<file path="src/rtl/extmem_pkg.sv">
package extmem_pkg;

  typedef enum logic [2:0] {
    PH_IDLE  = 3'd0,
    PH_READ  = 3'd1,
    PH_WSET  = 3'd2,
    PH_WSTB  = 3'd3,
    PH_WHOLD = 3'd4
  } phase_t;

  // total chip-select clocks of one access for a given wait setting
  function automatic int unsigned access_clocks(input logic is_wr, input int unsigned wt);
    return is_wr ? (wt + 3) : (wt + 1);
  endfunction

  // clocks during which a strobe is low
  function automatic int unsigned strobe_clocks(input int unsigned wt);
    return wt + 1;
  endfunction

endpackage

</file>
<file path="src/rtl/extmem_wait_regs.sv">
module extmem_wait_regs #(
  parameter int NUM_CS = 4,
  parameter int WAIT_W = 2,
  localparam int SEL_W = $clog2(NUM_CS)
) (
  input  logic              clk,
  input  logic              rst_n,
  input  logic              cfg_we,
  input  logic [SEL_W-1:0]  cfg_sel,
  input  logic [WAIT_W-1:0] cfg_wait,
  input  logic [SEL_W-1:0]  rd_sel,
  output logic [WAIT_W-1:0] rd_wait
);
  logic [WAIT_W-1:0] wt_q [NUM_CS];

  for (genvar g = 0; g < NUM_CS; g++) begin : g_reg
    always_ff @(posedge clk or negedge rst_n) begin
      if (!rst_n)                                 wt_q[g] <= '0;
      else if (cfg_we && cfg_sel == SEL_W'(g))    wt_q[g] <= cfg_wait;
    end
  end

  assign rd_wait = wt_q[rd_sel];
endmodule

</file>
<file path="src/rtl/extmem_decode.sv">
module extmem_decode #(
  parameter int ADDR_W = 20,
  parameter int NUM_CS = 4,
  localparam int SEL_W = $clog2(NUM_CS)
) (
  input  logic [ADDR_W+SEL_W-1:0] full_addr,
  output logic [SEL_W-1:0]        region,
  output logic [NUM_CS-1:0]       region_hot,
  output logic [ADDR_W-1:0]       local_addr
);
  assign region     = full_addr[ADDR_W +: SEL_W];
  assign local_addr = full_addr[ADDR_W-1:0];

  for (genvar g = 0; g < NUM_CS; g++) begin : g_hot
    assign region_hot[g] = (region == SEL_W'(g));
  end
endmodule

</file>
<file path="src/rtl/extmem_seq.sv">
module extmem_seq
  import extmem_pkg::*;
#(
  parameter int ADDR_W = 20,
  parameter int DATA_W = 32,
  parameter int NUM_CS = 4,
  parameter int WAIT_W = 2,
  localparam int LANES = DATA_W / 8
) (
  input  logic              clk,
  input  logic              rst_n,
  input  logic              req_valid,
  input  logic              req_write,
  input  logic [NUM_CS-1:0] region_hot,
  input  logic [ADDR_W-1:0] local_addr,
  input  logic [WAIT_W-1:0] wait_val,
  input  logic [LANES-1:0]  req_be,
  input  logic [DATA_W-1:0] req_wdata,
  input  logic [DATA_W-1:0] dq_in,
  output logic [ADDR_W-1:0] mem_addr,
  output logic [NUM_CS-1:0] cs_n,
  output logic              oe_n,
  output logic [LANES-1:0]  we_n,
  output logic [DATA_W-1:0] dq_out,
  output logic              dq_oe,
  output logic              done,
  output logic [DATA_W-1:0] rdata,
  output logic              ev_start,
  output logic              busy,
  output logic              acc_wr,
  output logic [WAIT_W-1:0] acc_wait
);
  phase_t            ph;
  logic [WAIT_W-1:0] cnt;
  logic [LANES-1:0]  be_q;
  logic              cnt_zero;

  assign cnt_zero = (cnt == '0);
  assign ev_start = (ph == PH_IDLE) && req_valid;
  assign busy     = (ph != PH_IDLE);

  always_ff @(posedge clk or negedge rst_n) begin
    if (!rst_n) begin
      ph       <= PH_IDLE;
      mem_addr <= '0;
      cs_n     <= '1;
      oe_n     <= 1'b1;
      we_n     <= '1;
      dq_out   <= '0;
      dq_oe    <= 1'b0;
      done     <= 1'b0;
      rdata    <= '0;
      cnt      <= '0;
      be_q     <= '0;
      acc_wr   <= 1'b0;
      acc_wait <= '0;
    end else begin
      done <= 1'b0;
      unique case (ph)
        PH_IDLE: begin
          if (req_valid) begin
            mem_addr <= local_addr;
            cs_n     <= ~region_hot;
            cnt      <= wait_val;
            acc_wait <= wait_val;
            acc_wr   <= req_write;
            if (req_write) begin
              dq_out <= req_wdata;
              dq_oe  <= 1'b1;
              be_q   <= req_be;
              ph     <= PH_WSET;
            end else begin
              oe_n <= 1'b0;
              ph   <= PH_READ;
            end
          end
        end
        PH_READ: begin
          if (cnt_zero) begin
            rdata <= dq_in;
            cs_n  <= '1;
            oe_n  <= 1'b1;
            done  <= 1'b1;
            ph    <= PH_IDLE;
          end else begin
            cnt <= cnt - 1'b1;
          end
        end
        PH_WSET: begin
          we_n <= ~be_q;
          ph   <= PH_WSTB;
        end
        PH_WSTB: begin
          if (cnt_zero) begin
            we_n <= '1;
            ph   <= PH_WHOLD;
          end else begin
            cnt <= cnt - 1'b1;
          end
        end
        PH_WHOLD: begin
          cs_n  <= '1;
          dq_oe <= 1'b0;
          done  <= 1'b1;
          ph    <= PH_IDLE;
        end
        default: ph <= PH_IDLE;
      endcase
    end
  end
endmodule

</file>
<file path="src/rtl/extmem_ctrl.sv">
module extmem_ctrl #(
  parameter int ADDR_W = 20,
  parameter int DATA_W = 32,
  parameter int NUM_CS = 4,
  parameter int WAIT_W = 2,
  localparam int SEL_W = $clog2(NUM_CS),
  localparam int LANES = DATA_W / 8
) (
  input  logic                    clk,
  input  logic                    rst_n,
  input  logic                    cfg_we,
  input  logic [SEL_W-1:0]        cfg_sel,
  input  logic [WAIT_W-1:0]       cfg_wait,
  input  logic                    req_valid,
  input  logic                    req_write,
  input  logic [ADDR_W+SEL_W-1:0] req_addr,
  input  logic [LANES-1:0]        req_be,
  input  logic [DATA_W-1:0]       req_wdata,
  output logic                    req_done,
  output logic [DATA_W-1:0]       req_rdata,
  output logic [ADDR_W-1:0]       mem_addr,
  output logic [NUM_CS-1:0]       mem_cs_n,
  output logic                    mem_oe_n,
  output logic [LANES-1:0]        mem_we_n,
  output logic [DATA_W-1:0]       mem_dq_out,
  output logic                    mem_dq_oe,
  input  logic [DATA_W-1:0]       mem_dq_in
);
  logic [SEL_W-1:0]  dec_region;
  logic [NUM_CS-1:0] dec_hot;
  logic [ADDR_W-1:0] dec_local;
  logic [WAIT_W-1:0] sel_wait;
  logic              seq_start;
  logic              seq_busy;
  logic              seq_acc_wr;
  logic [WAIT_W-1:0] seq_acc_wait;

  extmem_decode #(.ADDR_W(ADDR_W), .NUM_CS(NUM_CS)) u_decode (
    .full_addr  (req_addr),
    .region     (dec_region),
    .region_hot (dec_hot),
    .local_addr (dec_local)
  );

  extmem_wait_regs #(.NUM_CS(NUM_CS), .WAIT_W(WAIT_W)) u_waits (
    .clk      (clk),
    .rst_n    (rst_n),
    .cfg_we   (cfg_we),
    .cfg_sel  (cfg_sel),
    .cfg_wait (cfg_wait),
    .rd_sel   (dec_region),
    .rd_wait  (sel_wait)
  );

  extmem_seq #(.ADDR_W(ADDR_W), .DATA_W(DATA_W), .NUM_CS(NUM_CS), .WAIT_W(WAIT_W)) u_seq (
    .clk        (clk),
    .rst_n      (rst_n),
    .req_valid  (req_valid),
    .req_write  (req_write),
    .region_hot (dec_hot),
    .local_addr (dec_local),
    .wait_val   (sel_wait),
    .req_be     (req_be),
    .req_wdata  (req_wdata),
    .dq_in      (mem_dq_in),
    .mem_addr   (mem_addr),
    .cs_n       (mem_cs_n),
    .oe_n       (mem_oe_n),
    .we_n       (mem_we_n),
    .dq_out     (mem_dq_out),
    .dq_oe      (mem_dq_oe),
    .done       (req_done),
    .rdata      (req_rdata),
    .ev_start   (seq_start),
    .busy       (seq_busy),
    .acc_wr     (seq_acc_wr),
    .acc_wait   (seq_acc_wait)
  );
endmodule

</file>
<file path="config.mk">
export PLATFORM = sky130hd
export DESIGN_NAME = extmem_ctrl
export DESIGN_NICKNAME = d
export VERILOG_FILES = /design/src/rtl/extmem_pkg.sv /design/src/rtl/extmem_wait_regs.sv /design/src/rtl/extmem_decode.sv /design/src/rtl/extmem_seq.sv /design/src/rtl/extmem_ctrl.sv
export SDC_FILE = /design/constraint.sdc
export NUM_CORES = 1
export LEC_CHECK = 0
export BUFFER_PORTS_ARGS = -buffer_cell sky130_fd_sc_hd__buf_2
export CAP_MARGIN = 40
export CORE_MARGIN = 1.5
export CORE_UTILIZATION = 40
export CTS_CLUSTER_DIAMETER = 50
export CTS_CLUSTER_SIZE = 10
export DETAILED_ROUTE_END_ITERATION = 10
export GPL_TIMING_DRIVEN = 0
export PLACE_DENSITY = 0.68
export SETUP_SLACK_MARGIN = 0.1
export SKIP_CTS_REPAIR_TIMING = 1
export SLEW_MARGIN = 10
export SYNTH_ARGS = -nofsm -noshare
export SYNTH_HDL_FRONTEND = slang
export SYNTH_HIERARCHICAL = 1
export SYNTH_SLANG_ARGS = --single-unit
export TNS_END_PERCENT = 10
</file>
<file path="constraint.sdc">
create_clock -name clk -period 2 [get_ports clk]
set_clock_uncertainty 0.1 [all_clocks]
set_input_delay 0.4 -clock clk [delete_from_list [all_inputs] [get_ports clk]]
set_output_delay 0.4 -clock clk [all_outputs]
set_load 0.01 [all_outputs]
</file>
Word-level counts from Yosys, hierarchy flattened --
Cells that the tools add are included.
Operators by class: order comparisons 1, equality and inequality tests 16, bitwise logic cells 3, multiplexer cells 24, $add $sub $neg 1, reduce and logical (&&, ||, !) cells 23
Operator list (number):
- $reduce_and 3->1 | 5
- $pmux 3 s4 | 1
- $pmux 4 s3 | 1
- $mux 2 | 5
- $mux 3 | 3
- $eq 2x2->1 const B | 4
- $mux 4 | 2
- $ne 2x2->1 const B | 4
- $not 4->4 | 2
- $pmux 4 s2 | 1
- $reduce_bool 2->1 | 4
- $eq 3x2->1 const B | 2
- $logic_not 2->1 | 3
- $mux 1 | 6
- $pmux 1 s2 | 3
- $reduce_and 2->1 | 3
- $bmux 2 s2 | 1
- $eq 2x1->1 const B | 2
- $logic_and 1x1->1 | 4
- $ne 2x1->1 const B | 2
- $pmux 2 s2 | 1
- $reduce_and 4->1 | 1
- $eq 3x1->1 const B | 1
- $eq 3x3->1 const B | 1
- 6 further kinds | 6
Word-level totals: output and inout port bits 95, flip-flop bits (word level) 112

Logic depth before layout (Yosys ltp) --
Gate-level depths: netlist of run 1.
depth after elaboration 6, depth in mapped cells 7

Hierarchy --
The synthesis of run 1 kept the hierarchy.
By module, submodules not included:
- extmem_seq | instances 1, sequential area each 2688.8 sq um, cells each 303, area each 4189.0 sq um
- extmem_wait_regs | instances 1, sequential area each 200.2 sq um, cells each 22, area each 375.4 sq um
- extmem_decode | instances 1, sequential area each 0.0 sq um, cells each 26, area each 191.4 sq um

Worst setup path after synthesis of run 1 --
Ideal clock, no wire load.
kind register to register, start reg u_seq.cnt[0], end reg u_seq.rdata[10], data required time 1.775 ns, buffers on the path 1, setup slack 0.199 ns, arrival time 1.576 ns, setup time 0.125 ns, clock period less this slack 1.801 ns, cell stages (with the launch flop) 7, cells stage by stage dfrtp_1 > inv_1 > ha_1 > nand3b_1 > nor2_1 > buf_2 > mux2_2
On the way: cells in the longest elaborated chain, start to end 2
RTL lines:
- from (decl) | RTL line extmem_seq.sv:34 | logic [WAIT_W-1:0] cnt;
- from (signal assigned) | RTL line extmem_seq.sv:64 | cnt <= wait_val;
- from (signal assigned) | RTL line extmem_seq.sv:86 | cnt <= cnt - 1'b1;
- from (signal assigned) | RTL line extmem_seq.sv:98 | cnt <= cnt - 1'b1;
- $logic_not 2->1 | RTL line extmem_seq.sv:38 | assign cnt_zero = (cnt == '0);
- $reduce_and 2->1 (no line)
- to (signal assigned) | RTL line extmem_seq.sv:80 | rdata <= dq_in;
- to (decl) | RTL line extmem_seq.sv:27 | output logic [DATA_W-1:0] rdata,
No other way between the ends. A chain may end at the register's enable or synchronous reset.

Final worst setup path of run 1 --
start reg u_seq.ph[0], end reg u_seq.dq_out[17]
On the way: cells in the longest elaborated chain, start to end 2
RTL lines:
- from (decl) | RTL line extmem_seq.sv:33 | phase_t ph;
- from (signal assigned) | RTL line extmem_seq.sv:44 | ph <= PH_IDLE;
- from (signal assigned) | RTL line extmem_seq.sv:71 | ph <= PH_WSET;
- from (signal assigned) | RTL line extmem_seq.sv:74 | ph <= PH_READ;
- $logic_not 3->1
- $reduce_and 3->1 (no line)
- to (signal assigned) | RTL line extmem_seq.sv:68 | dq_out <= req_wdata;
- to (decl) | RTL line extmem_seq.sv:24 | output logic [DATA_W-1:0] dq_out,
No other way between the ends.

==> metrics.cfg, run 1 <==
[critical_path]
cp_max_fo = 10
r2r_cells = 4
worstSetupPathType = reg -> reg
reg2reg_from = u_seq/ph[0]
worstReg2RegEnd = u_seq/dq_out[17]
cp.required_ns = 2.11
cp_data_arrival_time_ns = 1.95
r2r_setup_slack_ns = 0.16
worstSetupEndpointType = flop
worstSetupStartpointType = flop

[finish]
final_cell_mix = buf_2 (174), dfrtp_1 (103), nand2_1 (61), mux2_2 (48)
layout_commonest_cell = buf_2
areaGrowthSynthToFinish_pct = 32.28
fin_cells = 681
final_core_util = 0.5411
fin_nets = 633
drive_above_1_share = 0.5558
fillers = 994
diodes = 0

[flow_run]
drv_cap = 0

[floorplanning]
initial_utilization = 0.4090
fp.coreArea_um2 = 11370
die_h_um = 110.8
die_w_um = 110.8
row_count = 39
ioPinCount = 194
die_area_um2 = 12280

[timing]
finalHoldViolCount = 0
drv_slew = 0
relSlewSlack = 0.6045
post-route-worst-setup-slack_ns = 0.1636
worst_slew_pin_slew_ns = 0.5897
timing.final.crit_share = 0.9182
final.min_clock_period_ns = 1.836
rsz0062_at_grt = true
setup_viol = 0
fin_tns_setup_ns = 0
fmax_ghz = 0.5445

[status]
status = finished clean

[yosys]
synth_cells = 341
synth_area_um2 = 4651
synth_warnings = 6
avgSynthCellArea_um2 = 13.64
synth_nets = 441

[clock_tree]
clk_pin_slew_ns = 0.07
clk_path_buf_depth = 2
clk-insertion-delay-late_ns = 0.33
cts_root_buf = clkbuf_16
cts_tree = built
cts_buffers = 9
cts_sinks = 112
cts_max_level = 3

[placed_design]
dp_hpwl_mm = 7.111
dp_cells = 658
portBuffers = 173
place_ws_ns = -0.2649
gp_congestion = 0.7737

[global_routing]
grt_pass1_vias = 3414
grt_usage = 0.1597
grt_max_degree = 59
grt_overflow = 0
grt_first_pass_wirelength_mm = 15.95
antenna_found_initial = 0

[worst_hold_path]
whs_endpoint = u_seq/mem_addr[12]
min_path_cells = 3
worstHoldStart = req_addr[12]
hp-class = in -> reg

[power_and_ir_drop]
combPwrFrac = 0.388
sw_frac_of_total = 0.3222
clkPwrFrac = 0.199
ir_drop_v = 0.0006273
power.switching_uw = 3025
power.density_nw_per_um2 = 1526
seq_power_share = 0.413
p_leak_uw = 0.003095
intPower_uw = 6364

[routing]
drc = 0
drtAntennaViolNets = 0
via_per_inst = 4.736
wl_per_cell_um = 14.03
drtIter0Drc = 139
vias = 3225
routed_wl_mm = 9.556
dr.pass1.iters = 4

## critical path: stages, from the launching register on
cell     delay, ns
dfrtp_1       0.42
or3_4         0.41
nor2_8        0.24
buf_6         0.19
mux2_1        0.34
## routing by layer
metal	routed length [um]	share of wire	GRT usage	vias to the layer above
li1	-	-	-	1524
met1	3936	0.41	0.1927	1577
met2	4797	0.50	0.2691	109
met3	603	0.063	0.04101	15
met4	219	0.023	0.07265	0
met5	0	0	0	-
## state kept, by name (all words and copies together), names as in the netlist
name            flops
u_seq/done          1
u_seq/dq_oe         1
u_seq/cnt           2
u_seq/cs_n          4
u_seq/oe_n          1
u_seq/rdata        32
u_waits/wt_q        8
u_seq/we_n          4
u_seq/be_q          4
u_seq/mem_addr     20
u_seq/ph            3
u_seq/dq_out       32
## stage by stage
| stage | cell area, um^2 | hold slack [ns] | power [uW] |
|---|---|---|---|
| 2_1_floorplan | 4651 | 0.004409 | 5996 |
| 3_3_place_gp | 5695 | 0.2920 | 7286 |
| 3_5_place_dp | 5729 | 0.2972 | 7456 |
| 4_1_cts | 6042 | -0.06953 | 9367 |
| 5_1_grt | 6152 | 0.1507 | 10020 |
| 6_report | 6152 | 0.1486 | 9389 |
## power by group through the flow
stage	sequential [uW]	combinational (uW)	clock, uW
2_1_floorplan	4340	1650	0
3_3_place_gp	3850	3440	0
3_5_place_dp	3920	3540	0
4_1_cts	3890	3540	1940
5_1_grt	4030	3970	2020
6_report	3880	3640	1870
## worst max path at each step
| stage | startpoint | end | slack, ns |
|---|---|---|---|
| floorplan | u_seq/cnt[0] | u_seq/rdata[10] | 0.20 |
| global placement | rst_n | u_seq/dq_out[22] | -0.84 |
| detailed placement | u_seq/cnt[0] | u_seq/rdata[11] | -0.26 |
| CTS | u_seq/cnt[0] | u_seq/rdata[11] | -0.28 |
| global route | u_seq/ph[0] | u_seq/dq_out[15] | 0.07 |
| finish | u_seq/ph[0] | u_seq/dq_out[17] | 0.16 |
## cell type report
class | count | area [um^2] | area share
sequential | 112 | 2814 | 0.4574
multi-input combinational | 189 | 1529 | 0.2485
timing repair buffer | 181 | 967.2 | 0.1572
buffer | 36 | 322.8 | 0.05247
clock buffer | 10 | 229.0 | 0.03722
tap | 143 | 178.9 | 0.02908
clock inverter | 6 | 83.83 | 0.01363
inverter | 4 | 27.53 | 0.004474
Note: power is estimated with default switching activity, not from simulation.
==> run 2: changes to the inputs <==
--- a/config.mk
+++ b/config.mk
@@ -7,6 +7,7 @@
 export LEC_CHECK = 0
 export BUFFER_PORTS_ARGS = -buffer_cell sky130_fd_sc_hd__buf_2
 export CAP_MARGIN = 40
+export CORE_ASPECT_RATIO = 0.75
 export CORE_MARGIN = 1.5
 export CORE_UTILIZATION = 40
 export CTS_CLUSTER_DIAMETER = 50
==> run 2 against run 1 <==
Compared with the run above: register-to-register slack barely moved; worst hold slack got worse by 0.0039 ns; cell count fell by 0.44%; sequential cell count did not move; total power fell by 0.37%; utilization rose by 1.2 points; design area fell by 0.16%; setup slack got worse by 0.0020 ns; non-clock buffer count did not move; clock power fell by 4%; critical endpoint is now u_seq/rdata[5]; largest cell class unchanged.
==> metrics.cfg, run 2 (synthesis results as in run 1) <==
[status]
status = finished clean

[timing]
finalHoldViolCount = 0  ; unchanged
rsz0062_at_grt = true
fmax_ghz = 0.5440  ; -0.11%
drv_slew = 0  ; unchanged
relSlewSlack = 0.5681  ; -0.03636
worst_slew_pin_slew_ns = 0.6439  ; +0.05421 ns
timing.final.crit_share = 0.9192  ; +0.001007
final.min_clock_period_ns = 1.838  ; +0.002015 ns
setup_viol = 0  ; unchanged
hold_slack_ns = 0.1447  ; -0.003868 ns

[routing]
dr.pass1.iters = 4  ; unchanged
wl_per_cell_um = 14.58  ; +3.9%
drtIter0Drc = 82  ; -41%
drtAntennaViolNets = 0  ; unchanged
via_per_inst = 4.702  ; -0.71%
drc = 0  ; unchanged
routed_wl_mm = 9.888  ; +3.5%
vias = 3188  ; -1.1%

[critical_path]
cp_data_arrival_time_ns = 1.96  ; about the same
worstSetupStartpointType = flop
worstSetupEndpointType = flop
critPathLaunch = u_seq/cnt[0]
cp.required_ns = 2.13  ; +0.02 ns
cp_max_fo = 10  ; unchanged
r2r_setup_slack_ns = 0.16  ; about the same
worstSetupPathType = reg -> reg
reg2reg_from = u_seq/cnt[0]

[power_and_ir_drop]
power.density_nw_per_um2 = 1523  ; -0.20%
p_leak_uw = 0.003090  ; -0.18%
ir_drop_v = 0.0007928  ; +26%

[floorplanning]
ioPinCount = 194  ; unchanged
die_area_um2 = 12290  ; about the same
fp.coreArea_um2 = 11110  ; -2.3%
row_count = 33  ; -15%
die_h_um = 96.38  ; -13%
die_w_um = 127.5  ; +15%
initial_utilization = 0.4187  ; +0.009677

[finish]
fin_cells = 678  ; -0.44%
layout_commonest_cell = buf_2
fillers = 953  ; -4.1%
top_regs = u_seq/dq_out (32), u_seq/rdata (32), u_seq/mem_addr (20)
drive_above_1_share = 0.5595  ; +0.003717
diodes = 0  ; unchanged
areaGrowthSynthToFinish_pct = 32.07
fin_nets = 633  ; unchanged
fin_area_um2 = 6142  ; -0.16%
final_cell_mix = buf_2 (175), dfrtp_1 (103), nand2_1 (61), mux2_2 (48), mux2_1 (28)

[worst_hold_path]
hp-class = in -> reg
worstHoldStart = req_addr[19]

[global_routing]
grt_first_pass_wirelength_mm = 15.13  ; -5.1%
antenna_found_initial = 0  ; unchanged
grt_overflow = 0  ; unchanged
grt_max_degree = 94  ; +59%
grt_usage = 0.1587  ; -0.001017
grt_pass1_vias = 3196  ; -6.4%

[placed_design]
placedInstanceArea_um2 = 5725  ; about the same
dp_cells = 655  ; -0.46%
dp_hpwl_mm = 7.249  ; +1.9%
gp_congestion = 0.7521  ; -2.8%
portBuffers = 173  ; unchanged

[clock_tree]
cts_sinks = 112  ; unchanged
clk_pin_slew_ns = 0.07  ; about the same
cts_tree = built
clk-insertion-delay-late_ns = 0.34  ; about the same
cts_root_buf = clkbuf_16
cts_max_level = 3  ; unchanged
clk_path_buf_depth = 2  ; unchanged
cts_buffers = 9  ; unchanged

[flow_run]
drv_cap = 0  ; unchanged

[run 2: cell types whose count changed in the layout (fill, tap and decap cells not counted)]
cell       delta
inv_6         +1
clkbuf_8      +1
buf_8         +1
clkbuf_1      -1
inv_1         -1
clkinv_4      +1
inv_2         +1
buf_6         -1
bufinv_16     -1
buf_4         -1
buf_2         +1
clkinv_2      -1
[run 2: worst max-delay path, stage by stage, from the launching register on]
cell	delay, ns
dfrtp_1	0.40
inv_2	0.08
ha_4	0.16
nand3b_1	0.16
nor2_4	0.20
buf_12	0.13
buf_8	0.13
mux2_2	0.34
[run 2: report_power, final]
part           total (uW)  leakage (uW)  switching [uW]  internal (uW)
Sequential           3880       0.00134             506           3370
Combinational        3680       0.00160            1770           1910
Clock                1800      0.000153             791           1010
[run 2: area by class of cell]
class | instances | area [um^2] | share of cell area
tap | 140 | 175.2 | 0.02852
sequential | 112 | 2814 | 0.4581
inverter | 4 | 27.53 | 0.004482
timing repair buffer | 181 | 964.7 | 0.1571
clock buffer | 10 | 239.0 | 0.03891
clock inverter | 6 | 66.31 | 0.01080
multi-input combinational | 189 | 1529 | 0.2489
buffer | 36 | 326.6 | 0.05317
[run 2: worst paths after layout]
kind	cells past startpoint	end
worst max register to register	7	u_seq/rdata[5]
worst max-delay path	7	u_seq/rdata[5]
worst min register to register	1	u_seq/we_n[2]
max in group asynchronous	3	u_seq/we_n[2]
min in group asynchronous	2	u_seq/rdata[23]
worst min-delay path	3	u_seq/mem_addr[19]
[run 2: layer usage]
metal  global-route usage  wire length (um)  up-vias
li1                     -                 -     1532
met4              0.04640               103        0
met5                    0                 0        -
met3              0.06993               960       12
met2               0.2640              4626      126
met1               0.1886              4197     1518
[run 2: through the flow]
step	total power, uW	setup TNS (ns)	utilization	setup WS [ns]
2_1_floorplan	5996	0	-	0.1994
3_3_place_gp	7299	-89.52	0.5124	-0.8236
3_5_place_dp	7461	-6.230	0.5155	-0.2219
4_1_cts	9317	-5.831	0.5430	-0.2105
5_1_grt	10020	0	0.5530	0.07864
6_report	9354	0	0.5530	0.1616
==> run 3: changes to the inputs <==
--- a/config.mk
+++ b/config.mk
@@ -7,14 +7,16 @@
 export LEC_CHECK = 0
 export BUFFER_PORTS_ARGS = -buffer_cell sky130_fd_sc_hd__buf_2
 export CAP_MARGIN = 40
+export CELL_PAD_IN_SITES_DETAIL_PLACEMENT = 2
+export CELL_PAD_IN_SITES_GLOBAL_PLACEMENT = 2
 export CORE_ASPECT_RATIO = 0.75
 export CORE_MARGIN = 1.5
-export CORE_UTILIZATION = 40
+export CORE_UTILIZATION = 30
 export CTS_CLUSTER_DIAMETER = 50
 export CTS_CLUSTER_SIZE = 10
 export DETAILED_ROUTE_END_ITERATION = 10
 export GPL_TIMING_DRIVEN = 0
-export PLACE_DENSITY = 0.68
+export PLACE_DENSITY_LB_ADDON = 0.1
 export SETUP_SLACK_MARGIN = 0.1
 export SKIP_CTS_REPAIR_TIMING = 1
 export SLEW_MARGIN = 10
==> run 3 against run 2 <==
Compared with the run above: first-iteration DRC count shrank 6.1%; non-clock buffer count grew 2; sequential power is essentially flat; largest cell class unchanged; combinational power grew 5.4%; worst hold slack gained 0.0027 ns; critical path type unchanged; total power grew 2.5%; critical endpoint is now u_seq/rdata[20].
==> metrics.cfg, run 3 (synthesis results as in run 1) <==
[status]
status = finished clean

[power_and_ir_drop]
ir_drop_v = 0.0005620  ; -29%
power.density_nw_per_um2 = 1525  ; +0.11%
p_leak_uw = 0.003114  ; +0.78%

[floorplanning]
initial_utilization = 0.3065  ; -0.1123
fp.coreArea_um2 = 15180  ; +37%
ioPinCount = 194  ; unchanged
row_count = 39  ; +18%
die_area_um2 = 16270  ; +32%
die_h_um = 110.8  ; +15%
die_w_um = 146.8  ; +15%

[clock_tree]
cts_sinks = 112  ; unchanged
clk_path_buf_depth = 2  ; unchanged
cts_tree = built
clk-insertion-delay-late_ns = 0.34  ; about the same
clk_pin_slew_ns = 0.07  ; about the same
cts_buffers = 9  ; unchanged
cts_root_buf = clkbuf_16
cts_max_level = 3  ; unchanged

[placed_design]
portBuffers = 173  ; unchanged
dp_cells = 720  ; +9.9%
gp_congestion = 0.6836  ; -9.1%
placedInstanceArea_um2 = 5807  ; +1.4%
dp_hpwl_mm = 9.100  ; +26%

[timing]
fmax_ghz = 0.5408  ; -0.59%
timing.final.crit_share = 0.9246  ; +0.005416
rsz0062_at_grt = true
drv_slew = 0  ; unchanged
fin_tns_setup_ns = 0  ; unchanged
setup_viol = 0  ; unchanged
final.min_clock_period_ns = 1.849  ; +0.01083 ns
worst_slew_pin_slew_ns = 0.6718  ; +0.02792 ns
finalHoldViolCount = 0  ; unchanged
relSlewSlack = 0.5494  ; -0.01872

[global_routing]
grt_overflow = 0  ; unchanged
antenna_found_initial = 0  ; unchanged
grt_usage = 0.1532  ; -0.005523
grt_pass1_vias = 3618  ; +13%
grt_max_degree = 71  ; -24%
grt_first_pass_wirelength_mm = 19.44  ; +28%

[worst_hold_path]
hp-class = in -> reg

[critical_path]
worstSetupStartpointType = flop
crit_chain = inv_2 -> ha_4 -> nand3b_1 -> nor2_4 -> buf_12 -> buf_8 -> mux2_2
cp_data_arrival_time_ns = 1.98  ; +0.02 ns
r2r_cells = 7  ; unchanged
critical_path.max_stage_delay_ns = 0.42  ; +0.02 ns
r2r_setup_slack_ns = 0.15  ; about the same
cp.required_ns = 2.13  ; about the same
critPathLaunch = u_seq/cnt[0]
worstSetupEndpointType = flop
cp_max_fo = 10  ; unchanged
worstReg2RegEnd = u_seq/rdata[20]
reg2reg_from = u_seq/cnt[0]
cp_top_family = flip-flops
crit_end = u_seq/rdata[20]
worst-path-stages = 7  ; unchanged
critical_path_buf_inv_count = 3  ; unchanged
cp_slowest_cell = dfrtp_1
worstSetupPathType = reg -> reg

[finish]
multi_input_area_um2 = 1548  ; +1.2%
layout_commonest_cell = buf_2
fin_area_um2 = 6286  ; +2.3%
fin_cells = 744  ; +9.7%
areaGrowthSynthToFinish_pct = 35.16
diodes = 0  ; unchanged
fin_nets = 635  ; +0.32%
top_regs = u_seq/dq_out (32), u_seq/rdata (32), u_seq/mem_addr (20)
fillers = 1567  ; +64%
ff_latch_area_um2 = 2814  ; unchanged
final_cell_mix = buf_2 (174), dfrtp_1 (103), nand2_1 (61), mux2_2 (43)
drive_above_1_share = 0.5603  ; +0.0008173

[routing]
dr.pass1.iters = 4  ; unchanged
routed_wl_mm = 12.17  ; +23%
via_per_inst = 4.489  ; -4.5%
drc = 0  ; unchanged
vias = 3340  ; +4.8%
drtAntennaViolNets = 0  ; unchanged
wl_per_cell_um = 16.36  ; +12%
drtIter0Drc = 77  ; -6.1%

[flow_run]
drv_cap = 0  ; unchanged

run 3: stage by stage:
step                      utilization  hold slack [ns]  setup slack [ns]  power, uW
after floorplan                     -         0.004409            0.1994       5996
after global placement         0.3804           0.2904            -1.001       7386
after detailed placement       0.3826           0.2562           -0.2114       7598
after CTS                      0.4019          -0.1285           -0.2624       9474
after global routing           0.4142           0.1361           0.03267      10280
final                          0.4142           0.1474            0.1508       9584
run 3: worst min path at each step:
stage / start / end / slack, ns / cells past startpoint
6_report: req_addr[16] / u_seq/mem_addr[16] / 0.15 / 3
5_1_grt: req_addr[19] / u_seq/mem_addr[19] / 0.14 / 3
4_1_cts: rst_n / u_seq/dq_out[9] / -0.13 / 1
3_5_place_dp: rst_n / u_seq/dq_out[9] / 0.26 / 1
3_3_place_gp: u_seq/be_q[2] / u_seq/we_n[2] / 0.29 / 1
2_1_floorplan: rst_n / u_seq/be_q[0] / 0.004 / 0
run 3: layer usage:
layer,share of wire,up-vias,GRT usage,wire length (um)
met5,0,-,0,0
li1,-,1523,-,-
met3,0.069,8,0.05473,844
met4,0.0098,0,0.04377,119
met1,0.43,1692,0.1894,5241
met2,0.49,117,0.2522,5968
run 3: worst register-to-register path: stages (launching register included):
cell	delay, ns
dfrtp_1	0.42
inv_2	0.08
ha_4	0.15
nand3b_1	0.18
nor2_4	0.18
buf_12	0.15
buf_8	0.14
mux2_2	0.34
run 3: power by group:
part / leakage [uW] / total, uW / switching (uW) / internal (uW)
combinational: 0.00163 / 3880 / 1880 / 2000
clock: 0.000138 / 1810 / 835 / 973
sequential: 0.00134 / 3890 / 522 / 3370
total: 0.00311 / 9580 / 3240 / 6350
run 3: layout make-up:
cell class                      instances  area share
Inverter                                4    0.004379
Timing Repair Buffer                  183      0.1618
Clock buffer                            9     0.03583
Sequential cell                       112      0.4477
Multi-Input combinational cell        189      0.2462
Buffer                                 36     0.05255
Clock inverter                          6     0.01075
Tap cell                              205     0.04080
